$ cat config.mk
export PLATFORM = sky130hd
export DESIGN_NAME = spi_console_framer
export DESIGN_NICKNAME = d
export VERILOG_FILES = /design/src/rtl/spi_console_pkg.sv /design/src/rtl/spi_console_buf.sv /design/src/rtl/spi_console_shift.sv /design/src/rtl/spi_console_seq.sv /design/src/rtl/spi_console_framer.sv
export SDC_FILE = /design/constraint.sdc
export NUM_CORES = 1
export LEC_CHECK = 0
export BUFFER_PORTS_ARGS = -buffer_cell sky130_fd_sc_hd__buf_2
export CAP_MARGIN = 20
export CORE_MARGIN = 2
export CORE_UTILIZATION = 50
export CTS_CLUSTER_SIZE = 16
export DETAILED_ROUTE_END_ITERATION = 7
export GPL_TIMING_DRIVEN = 0
export PLACE_DENSITY = 0.74
export SYNTH_ARGS = -nofsm -noshare
export SYNTH_HDL_FRONTEND = slang
export SYNTH_SLANG_ARGS = --single-unit
$ cat constraint.sdc
create_clock -name clk_i -period 6.6 [get_ports clk_i]
set_clock_uncertainty 0.2 [all_clocks]
set_input_delay 0.66 -clock clk_i [delete_from_list [all_inputs] [get_ports clk_i]]
set_output_delay 0.66 -clock clk_i [all_outputs]
set_load 0.01 [all_outputs]
$ cat src/rtl/spi_console_pkg.sv
package spi_console_pkg;
  localparam int HDR_BYTES = 9;
  localparam logic [7:0]  WR_CMD   = 8'h11;
  localparam logic [7:0]  SUB_WR   = 8'hC0;
  localparam logic [7:0]  SUB_EXIT = 8'hE0;
  localparam logic [31:0] SIG_WORD = 32'h4736_4440;
  localparam logic [7:0]  MSG_STR  = 8'h05;
  localparam logic [7:0]  LINE_END = 8'h0A;

  typedef enum logic [2:0] {PK_EN0, PK_EN1, PK_EN2, PK_MAIN, PK_EXIT} pkt_e;
  typedef enum logic [1:0] {SQ_FILL, SQ_SEND, SQ_WAIT, SQ_GAP} seq_e;

  function automatic logic [7:0] hdr_byte(input logic [3:0] i, input logic [7:0] len);
    case (i)
      4'd0:    return WR_CMD;
      4'd1:    return 8'h00;
      4'd2:    return SUB_WR;
      4'd3:    return SIG_WORD[7:0];
      4'd4:    return SIG_WORD[15:8];
      4'd5:    return SIG_WORD[23:16];
      4'd6:    return SIG_WORD[31:24];
      4'd7:    return MSG_STR;
      default: return len;
    endcase
  endfunction

  // enable/exit control packets
  function automatic logic [7:0] ctl_byte(input pkt_e p, input logic [2:0] i);
    logic [7:0] key;
    key = (p == PK_EN1) ? 8'h55 : 8'hAA;
    case (i)
      3'd0:    return WR_CMD;
      3'd1:    return 8'h00;
      3'd2:    return (p == PK_EXIT) ? SUB_EXIT : key;
      3'd3:    return (p == PK_EXIT) ? 8'h00 : key;
      default: return 8'h00;
    endcase
  endfunction
endpackage

$ cat src/rtl/spi_console_buf.sv
module spi_console_buf
  import spi_console_pkg::*;
#(
  parameter int MAX_LEN = 55,
  parameter int LEN_W   = $clog2(MAX_LEN + 1),
  parameter int IDX_W   = $clog2(MAX_LEN + HDR_BYTES)
) (
  input  logic             clk_i,
  input  logic             rst_ni,
  input  logic             wr_en_i,
  input  logic [7:0]       wr_data_i,
  input  logic             clr_i,
  input  logic [IDX_W-1:0] rd_idx_i,
  output logic [LEN_W-1:0] len_o,
  output logic [7:0]       rd_byte_o
);
  localparam int PAY_W = $clog2(MAX_LEN);

  logic [7:0]       mem_q [MAX_LEN];
  logic [LEN_W-1:0] len_q;
  logic [IDX_W-1:0] pay_idx;

  always_ff @(posedge clk_i or negedge rst_ni) begin
    if (!rst_ni)      len_q <= '0;
    else if (clr_i)   len_q <= '0;
    else if (wr_en_i) len_q <= len_q + 1'b1;
  end

  always_ff @(posedge clk_i) begin
    if (wr_en_i) mem_q[len_q[PAY_W-1:0]] <= wr_data_i;
  end

  assign pay_idx = rd_idx_i - IDX_W'(HDR_BYTES);

  always_comb begin
    if (rd_idx_i < IDX_W'(HDR_BYTES)) rd_byte_o = hdr_byte(rd_idx_i[3:0], 8'(len_q));
    else                             rd_byte_o = mem_q[pay_idx[PAY_W-1:0]];
  end

  assign len_o = len_q;
endmodule

$ cat src/rtl/spi_console_shift.sv
module spi_console_shift #(
  parameter int CLK_DIV = 1,
  parameter int DIV_W   = 4
) (
  input  logic       clk_i,
  input  logic       rst_ni,
  input  logic       start_i,
  input  logic [7:0] byte_i,
  output logic       done_o,
  output logic       sclk_o,
  output logic       mosi_o
);
  localparam int HALVES = 17; // 16 bit halves plus one quiet tail
  localparam int HALF_W = $clog2(HALVES);

  logic              busy_q;
  logic [6:0]        sh_q;
  logic [HALF_W-1:0] half_q;
  logic [DIV_W-1:0]  div_q;

  always_ff @(posedge clk_i or negedge rst_ni) begin
    if (!rst_ni) begin
      busy_q <= 1'b0; done_o <= 1'b0; sclk_o <= 1'b0; mosi_o <= 1'b0;
      sh_q <= '0; half_q <= '0; div_q <= '0;
    end else begin
      done_o <= 1'b0;
      if (start_i) begin
        busy_q <= 1'b1;
        sh_q   <= byte_i[6:0];
        half_q <= '0;
        div_q  <= '0;
        sclk_o <= 1'b0;
        mosi_o <= byte_i[7];
      end else if (busy_q) begin
        if (div_q == DIV_W'(CLK_DIV)) begin
          div_q  <= '0;
          half_q <= half_q + 1'b1;
          if (half_q == HALF_W'(HALVES - 1)) begin
            busy_q <= 1'b0;
            done_o <= 1'b1;
          end else if (half_q == HALF_W'(HALVES - 2)) begin
            sclk_o <= 1'b0;
            mosi_o <= 1'b0;
          end else if (!half_q[0]) begin
            sclk_o <= 1'b1;
          end else begin
            sclk_o <= 1'b0;
            mosi_o <= sh_q[6];
            sh_q   <= {sh_q[5:0], 1'b0};
          end
        end else begin
          div_q <= div_q + 1'b1;
        end
      end
    end
  end
endmodule

$ cat src/rtl/spi_console_seq.sv
module spi_console_seq
  import spi_console_pkg::*;
#(
  parameter int CLK_DIV = 1,
  parameter int LEN_W   = 6,
  parameter int IDX_W   = 6
) (
  input  logic             clk_i,
  input  logic             rst_ni,
  input  logic             flush_i,
  input  logic             wrap_i,
  input  logic [LEN_W-1:0] len_i,
  input  logic             done_i,
  output logic             ready_o,
  output logic             start_o,
  output pkt_e             pkt_o,
  output logic [IDX_W-1:0] idx_o,
  output logic             cs_no,
  output logic             clr_o
);
  localparam int GAP_CYC = 2 * (CLK_DIV + 1);
  localparam int GAP_W   = $clog2(GAP_CYC + 1);

  seq_e             st_q;
  pkt_e             pkt_q;
  logic [IDX_W-1:0] idx_q;
  logic [GAP_W-1:0] gap_q;
  logic             wrap_q;
  logic [IDX_W:0]   pkt_len;
  logic             last_byte;

  always_comb begin
    case (pkt_q)
      PK_MAIN: pkt_len = (IDX_W+1)'(HDR_BYTES) + (IDX_W+1)'(len_i);
      PK_EXIT: pkt_len = (IDX_W+1)'(4);
      default: pkt_len = (IDX_W+1)'(5);
    endcase
  end

  assign last_byte = ({1'b0, idx_q} == pkt_len - 1'b1);

  always_ff @(posedge clk_i or negedge rst_ni) begin
    if (!rst_ni) begin
      st_q <= SQ_FILL; pkt_q <= PK_MAIN; idx_q <= '0; gap_q <= '0; wrap_q <= 1'b0;
    end else begin
      case (st_q)
        SQ_FILL: if (flush_i) begin
          wrap_q <= wrap_i;
          pkt_q  <= wrap_i ? PK_EN0 : PK_MAIN;
          idx_q  <= '0;
          st_q   <= SQ_SEND;
        end
        SQ_SEND: st_q <= SQ_WAIT;
        SQ_WAIT: if (done_i) begin
          if (last_byte) begin
            st_q  <= SQ_GAP;
            gap_q <= '0;
          end else begin
            idx_q <= idx_q + 1'b1;
            st_q  <= SQ_SEND;
          end
        end
        default: begin
          if (gap_q == GAP_W'(GAP_CYC - 1)) begin
            idx_q <= '0;
            st_q  <= SQ_SEND;
            case (pkt_q)
              PK_EN0:  pkt_q <= PK_EN1;
              PK_EN1:  pkt_q <= PK_EN2;
              PK_EN2:  pkt_q <= PK_MAIN;
              PK_MAIN: if (wrap_q) pkt_q <= PK_EXIT; else st_q <= SQ_FILL;
              default: st_q <= SQ_FILL;
            endcase
          end else begin
            gap_q <= gap_q + 1'b1;
          end
        end
      endcase
    end
  end

  assign ready_o = (st_q == SQ_FILL);
  assign start_o = (st_q == SQ_SEND);
  assign cs_no   = !((st_q == SQ_SEND) || (st_q == SQ_WAIT));
  assign clr_o   = (st_q == SQ_WAIT) && done_i && last_byte && (pkt_q == PK_MAIN);
  assign pkt_o   = pkt_q;
  assign idx_o   = idx_q;
endmodule

$ cat src/rtl/spi_console_framer.sv
module spi_console_framer
  import spi_console_pkg::*;
#(
  parameter int CLK_DIV   = 1,
  parameter int PKT_BYTES = 64
) (
  input  logic       clk_i,
  input  logic       rst_ni,
  input  logic [7:0] char_i,
  input  logic       char_valid_i,
  output logic       char_ready_o,
  input  logic       wrap_en_i,
  output logic       spi_sclk_o,
  output logic       spi_cs_no,
  output logic       spi_mosi_o
);
  localparam int MAX_LEN = PKT_BYTES - HDR_BYTES;
  localparam int LEN_W   = $clog2(MAX_LEN + 1);
  localparam int IDX_W   = $clog2(PKT_BYTES);

  logic             accept, flush, clr, start, done;
  logic [LEN_W-1:0] buf_len;
  logic [IDX_W-1:0] idx;
  logic [7:0]       buf_byte, tx_byte;
  pkt_e             pkt;

  assign accept = char_valid_i && char_ready_o;
  assign flush  = accept && ((char_i == LINE_END) || (buf_len == LEN_W'(MAX_LEN - 1)));

  spi_console_buf #(.MAX_LEN(MAX_LEN), .LEN_W(LEN_W), .IDX_W(IDX_W)) u_buf (
    .clk_i, .rst_ni, .wr_en_i(accept), .wr_data_i(char_i), .clr_i(clr),
    .rd_idx_i(idx), .len_o(buf_len), .rd_byte_o(buf_byte)
  );

  spi_console_seq #(.CLK_DIV(CLK_DIV), .LEN_W(LEN_W), .IDX_W(IDX_W)) u_seq (
    .clk_i, .rst_ni, .flush_i(flush), .wrap_i(wrap_en_i), .len_i(buf_len),
    .done_i(done), .ready_o(char_ready_o), .start_o(start), .pkt_o(pkt),
    .idx_o(idx), .cs_no(spi_cs_no), .clr_o(clr)
  );

  assign tx_byte = (pkt == PK_MAIN) ? buf_byte : ctl_byte(pkt, idx[2:0]);

  spi_console_shift #(.CLK_DIV(CLK_DIV), .DIV_W(4)) u_shift (
    .clk_i, .rst_ni, .start_i(start), .byte_i(tx_byte), .done_o(done),
    .sclk_o(spi_sclk_o), .mosi_o(spi_mosi_o)
  );
endmodule

* Yosys cells after proc, flatten, opt, wreduce, memory -nomap -nowiden
Memory sizes are Yosys's and may differ from the RTL's.
Cells that the tools add are included.
** Storage, ports and cells
- Memory bits (writable) :: 440
- Input port bits :: 12
- Register bits after elaboration :: 41
- Output and inout bits :: 4
- Memories kept :: 1
** Operators by class
- Muxes and demuxes :: 66
- Eq/ne operators :: 30
- Magnitude comparators :: 1
- Add/sub/neg operators :: 8
- Reduce and logical (&&, ||, !) cells :: 33
- Bitwise gates (word level) :: 3
** Memory list
- u_buf.mem_q :: words 55, width 8, rd ports 1, clocked after Yosys merged registers in 0, write ports 1, RTL line spi_console_buf.sv:19 : logic [7:0] mem_q [MAX_LEN];
** Operator list (count)
- $pmux 8 s8 :: 1
- $mux 7 :: 6
- $mux 8 :: 5
- $mux 6 :: 6
- $pmux 8 s3 :: 1
- $mux 1 :: 23
- $mux 3 :: 6
- $pmux 6 s3 :: 1
- $eq 4x3->1 const B :: 4
- $eq 3x2->1 const B :: 5
- $mux 5 :: 3
- $reduce_and 5->1 :: 3
- $pmux 7 s2 :: 1
- $add 6x1->6 const B :: 2
- $mux 4 :: 3
- $pmux 3 s2 :: 2
- $pmux 3 s4 :: 1
- $mux 2 :: 5
- $reduce_bool 2->1 :: 5
- $eq 4x1->1 const B :: 2
- $eq 4x2->1 const B :: 2
- $eq 8x4->1 const B :: 1
- $ne 2x2->1 const B :: 4
- $reduce_and 4->1 :: 2
- other kinds (33) :: 47

* Depth between registers and ports, before layout
- Depth in word-level cells :: 7
- Depth in mapped cells :: 19
- Mapped depth without buffers :: 11

* Hierarchy
From an unflattened synthesis, not the netlist that was laid out.
** Second synthesis, totals
- Cells, all modules :: 1245
- Area, all modules :: 20684.8 um^2
** By module, submodules not included
- spi_console_buf :: cells each 964, times used 1, seq. area each 13362.8 um^2, area an instance 18031.0 um^2
- spi_console_seq :: cells each 146, times used 1, seq. area each 377.9 um^2, area an instance 1261.2 um^2
- spi_console_shift :: cells each 95, times used 1, seq. area each 500.5 um^2, area an instance 1131.1 um^2
- spi_console_framer :: cells each 40, times used 1, seq. area each 0.0 um^2, area an instance 261.5 um^2

* Least setup slack after synthesis
OpenSTA, ideal clock, no wires.
- Path type :: register to register
- From :: register u_seq.idx_q[0], in the netlist u_seq.idx_o[0]
- To :: register u_shift.sh_q[6]
- Arrival time :: 3535 ps
- Path slack :: 2729 ps
- Stages on the path, launching flop included :: 15
- Library setup time :: 136 ps
- Cell sequence :: dfrtp_1 -> buf_6 -> buf_6 -> buf_6 -> buf_6 -> buf_6 -> inv_1 -> ha_1 -> buf_2 -> buf_2 -> clkbuf_1 -> mux4_2 -> mux4_2 -> a2111oi_0 -> o22ai_1
** Between the ends
- Longest elaborated chain between the ends :: 5
** RTL lines
- from (decl) :: RTL line spi_console_seq.sv:26 : logic [IDX_W-1:0] idx_q;
- from (signal assigned) :: RTL line spi_console_seq.sv:59 : idx_q <= idx_q + 1'b1;
- $sub 6x4->6, or another cell as far along :: RTL line spi_console_buf.sv:33 : assign pay_idx = rd_idx_i - IDX_W'(HDR_BYTES);
- $mem_v2 55x8 or $pmux 8 s8 (tied branches)
- $mux 8 :: RTL line spi_console_buf.sv:36 : if (rd_idx_i < IDX_W'(HDR_BYTES)) rd_byte_o = hdr_byte(rd_idx_i[3:0], 8'(len_q));
- $mux 8 (*) :: RTL line spi_console_framer.sv:41 : assign tx_byte = (pkt == PK_MAIN) ? buf_byte : ctl_byte(pkt, idx[2:0]);
- $mux 7 (*) :: RTL line spi_console_shift.sv:27 : if (start_i) begin
- to (signal assigned) :: RTL line spi_console_shift.sv:29 : sh_q <= byte_i[6:0];
- to (signal assigned) :: RTL line spi_console_shift.sv:49 : sh_q <= {sh_q[5:0], 1'b0};
- to (decl) :: RTL line spi_console_shift.sv:17 : logic [6:0] sh_q;
Every way passes the cells marked *; elsewhere a longest branch is shown, timed or not.
A chain may end at the register's enable or synchronous reset.

* Worst setup path after layout
Same ends and word-level chain as after synthesis.

==> flow_summary.rst <==
.. list-table::
   :header-rows: 1

   * - Metric
     - Value
   * - Result of the run
     - finished, final reports clean
   * - I/O Pins
     - 16
   * - Leading post-synthesis cells by cell area
     - edfxtp_1, mux4_2, dfrtp_1
   * - Minimum clock period after layout
     - 5770 ps
   * - Most used flip-flop cell after synthesis
     - edfxtp_1
   * - Clock latency on the worst-skew pair
     - 590 ps
   * - Peak supply drop
     - 0.213 mV
   * - Clock Sinks
     - ~480
   * - Async SR Flop Fraction
     - 0.0852
   * - Post-synth top area cell
     - edfxtp_1
   * - Cell Pwr Density
     - 386 mW/mm^2
   * - Number of vias in the routed layout
     - 11200
   * - Initial DRT Pass Iterations
     - 5
   * - Total GRT Usage
     - 0.240
   * - Max cap viols
     - 0
   * - Number of synthesized flops with an enable pin
     - 440
   * - Compound-gate portion of the synthesized area
     - 0.0412
   * - DIE AREA
     - ~0.042 sq mm
   * - Ordered cell list for the critical path
     - buf_6 > buf_6 > buf_6 > buf_6 > buf_6 > inv_1 > ha_1 > buf_2 > buf_2 > clkbuf_1 > mux4_2 > mux4_2 > a2111oi_0 > o22ai_1
   * - Max Fanout on Critical Path
     - 10
   * - Uppermost layer routed
     - met5
   * - Die extent in x
     - 205 um
   * - Placed wire-length estimate
     - between 30000 and 40000 um
   * - Setup repair after global routing missed its margin
     - no
   * - Antenna Cells
     - 0
   * - Register area
     - 0.0142 sq mm
   * - DRC Markers
     - 0
   * - Synthesized flop and latch total
     - 481
   * - Total Wirelength
     - 48800 um
   * - Summed instance area of the synthesized netlist
     - 0.0202 sq mm
   * - Area of combinational cells with multiple inputs
     - around 0.0056 sq mm
   * - Int Pwr
     - 5970 uW
   * - Wire length of the first global-routing pass
     - 72800 um
   * - Fillers
     - 3009
   * - Post-Synth Simple-Gate Area
     - 0.0582
   * - Average footprint of a synthesized cell
     - 17.8 sq um
   * - Post CTS Setup Buffer Count
     - 0
   * - Final clock period utilization by the worst path
     - 0.875
   * - Setup ws final
     - about 830 ps
   * - Share of power burned in the clock network
     - 0.308
   * - Total number of yosys warnings
     - 0
   * - Antenna Violating Nets Remaining
     - 0
   * - Area growth, synth to finish
     - 11.9%
   * - Antenna violations before repair
     - 1
   * - Combinational family with the most area after synthesis
     - multiplexers
   * - Headroom to the max-slew limit
     - 0.193
   * - Clock tree from TritonCTS
     - done
   * - Worst EP arrival
     - 6010 ps
   * - Timing-limited maximum frequency
     - 0.173 GHz
   * - 1st-iter DRT viols
     - 1709
   * - Slowest cell delay on critical path
     - 940 ps
   * - Number of global-route vias before repair
     - 11200
   * - Overall die height
     - 205 um
   * - Via-per-instance ratio
     - between 6 and 7
   * - H-tree depth reported by CTS
     - 2
   * - Worst Max-Slew Pin Slew
     - 1210 ps
   * - Fraction of synthesized cell area in xor and xnor cells
     - 0.00947
   * - Dominant cell type by count on the critical path
     - buf_6
   * - Share of synthesized area spent on multiplexers
     - 0.153
   * - Power share of the combinational group
     - 0.284
   * - Util after Layout
     - 0.568
   * - Sequential group share of total power
     - 0.408
   * - Final-report max-slew violation count
     - 0
   * - Congestion Overflow GR
     - 0
   * - Core Rows
     - 73
   * - Final weighted congestion of routability-driven global placement
     - 0.857
   * - Post-cts resize count
     - 0
   * - Initial core utilization
     - 0.508
   * - Area share of the largest cell type after synthesis
     - 0.654
   * - Fraction of final layout cells with drive strength greater than 1
     - 0.216
   * - Routed wire length per instance
     - roughly 28 um
   * - Critical Path Slowest Stage Cell
     - clkbuf_1
   * - Path type of the worst setup path
     - flip-flop to flip-flop
   * - Worst setup SP type
     - flip-flop
   * - Gate count of the mapped netlist
     - 1133
   * - DRT met1 WL
     - 19100 um
   * - # port buffers
     - 15
   * - Leak
     - 0.00716 uW
   * - Endpoint required time on the critical path
     - 6840 ps
   * - Register area share after synthesis
     - 0.704
   * - Total setup violations reported at the end of the flow
     - 0
   * - Pre-CTS worst setup slack
     - 1060 ps
   * - Placeable Area
     - 0.0398 sq mm
   * - Hold-fix buffers, CTS
     - 0
   * - Number of buffers created by CTS
     - between 40 and 50
   * - Clock slew seen by the registers of the worst setup and hold paths
     - 60 ps
   * - Root Buffer
     - clkbuf_16
   * - Nets in the synthesized netlist
     - about 1200
   * - Largest buffer count on any clock path
     - 3
   * - Switching component of the power
     - 2770 uW
   * - Met3 Routed Length
     - 4810 um
   * - Final hold violation count
     - 0
   * - Switching portion of total power
     - 0.317
   * - NumNets Final
     - 1240
   * - Worst hold-check path type
     - input pin to asynchronous set/reset pin
   * - Pin count of the biggest net entering global routing
     - 57
   * - Adder and majority cell fraction of the synthesized area
     - 0.0124
   * - Sort of element at the end of the critical path
     - flip-flop
   * - Met2 wire length
     - 23100 um
   * - Number of distinct standard cells referenced by the synthesized netlist
     - 63
   * - Accumulated negative setup slack
     - 0 ps
through the flow:
stage	cells	cell area, sq um	hold WS [ps]	total power, uW
after detailed placement	1679	21000	284	6070
after global placement	1673	21000	261	6010
after CTS	1765	22600	44.1	8750
final	1769	22600	14.2	8740
after global routing	1769	22600	88.5	9090
after floorplan	1133	20200	164	5240
registers in the layout (all words and copies together), names as in the netlist:
signal and cells:
u_buf.len_o 6, u_buf.mem_q 440, u_seq.gap_q 3, u_seq.idx_o 6, u_seq.pkt_o 3, u_seq.st_q 2
u_seq.wrap_q 1, u_shift.busy_q 1, u_shift.div_q 4, u_shift.done_o 1, u_shift.half_q 5, u_shift.mosi_o 1
u_shift.sclk_o 1, u_shift.sh_q 7
worst max-delay path: cells and delay by family, from the launching register on:
kind / cells / cell delay (ps)
compound gates: 2 / 980
buf+inv: 9 / 2730
fa+ha+maj: 1 / 280
mux: 2 / 1000
flops: 1 / 400
worst paths after layout:
kind | start | end | slack (ps) | depth (start not counted)
setup / recovery | u_seq.idx_o[0] | u_shift.sh_q[6] | 830 | 14
hold / removal | rst_ni | u_seq.wrap_q | 10 | 1
setup reg to reg | u_seq.idx_o[0] | u_shift.sh_q[6] | 830 | 14
hold reg to reg | u_shift.half_q[4] | u_shift.half_q[4] | 290 | 2
max in group asynchronous | rst_ni | u_buf.len_o[2] | 5580 | 1
min in group clk_i | wrap_en_i | u_seq.wrap_q | 110 | 2
metal layers:
layer,global-route usage,vias to the layer above
met5,0.0107,-
met4,0.0922,2
met3,0.0442,96
met2,0.376,615
met1,0.339,5749
li1,-,4700
kinds of logic (layout without fill, tap and decap cells):
group	count (synthesis)	count (layout)
flops	481	481
simple gates	250	250
mux	153	153
compound gates	124	124
buf+inv	84	195
xor+xnor	21	21
fa+ha+maj	20	20
power by group through the flow:
stage	clock, uW	combinational (uW)	sequential [uW]
2_1_floorplan	0	1640	3600
3_3_place_gp	0	2390	3620
5_1_grt	2850	2660	3580
3_5_place_dp	0	2440	3630
4_1_cts	2730	2460	3570
6_report	2690	2490	3570
cell usage after synthesis (7+ instances only):
master and n:
o21ai_1 8, nor3_1 17, mux2i_1 22, buf_2 14, nor4_1 7, dfrtp_1 39, a21oi_1 25, o21ai_0 20
clkbuf_1 33, xnor2_1 13, edfxtp_1 440, nand3_1 19, nand4_1 9, nand2b_1 10, ha_1 20, nand2_1 46
xor2_1 7, a211oi_1 16, nor2_1 102, and2_1 7, mux2_2 7, o22ai_1 8, nor2b_1 8, o31ai_1 7
buf_6 13, inv_1 19, mux4_2 124
placed cells by master (no fill, tap or decap), types with 6 or more instances in the layout:
master / synthesis / final
nand4_1: 9 / 9
clkbuf_1: 33 / 39
o22ai_1: 8 / 8
o21ai_0: 20 / 20
nand3_1: 19 / 19
clkbuf_16: 0 / 48
mux2i_1: 22 / 22
clkinv_2: 0 / 7
xnor2_1: 13 / 13
and2_1: 7 / 7
nand2_1: 46 / 46
edfxtp_1: 440 / 440
nor2b_1: 8 / 8
dfrtp_1: 39 / 39
o31ai_1: 7 / 7
nand2b_1: 10 / 10
ha_1: 20 / 20
xor2_1: 7 / 7
clkinv_1: 0 / 13
mux2_2: 7 / 7
mux4_2: 124 / 124
nor3_1: 17 / 16
a211oi_1: 16 / 16
buf_6: 13 / 13
nor2_1: 102 / 102
buf_4: 1 / 6
a21oi_1: 25 / 25
buf_2: 14 / 31
inv_1: 19 / 19
o21ai_1: 8 / 8
area by class of cell:
class | instances | share of cell area
Inverter | 19 | 0.00315
Multi-Input combinational cell | 568 | 0.246
Clock inverter | 32 | 0.0148
Sequential cell | 481 | 0.629
Buffer | 65 | 0.0160
Tap cell | 525 | 0.0290
Clock buffer | 54 | 0.0541
Timing Repair Buffer | 25 | 0.00807
(Power assumes the default switching activity.)
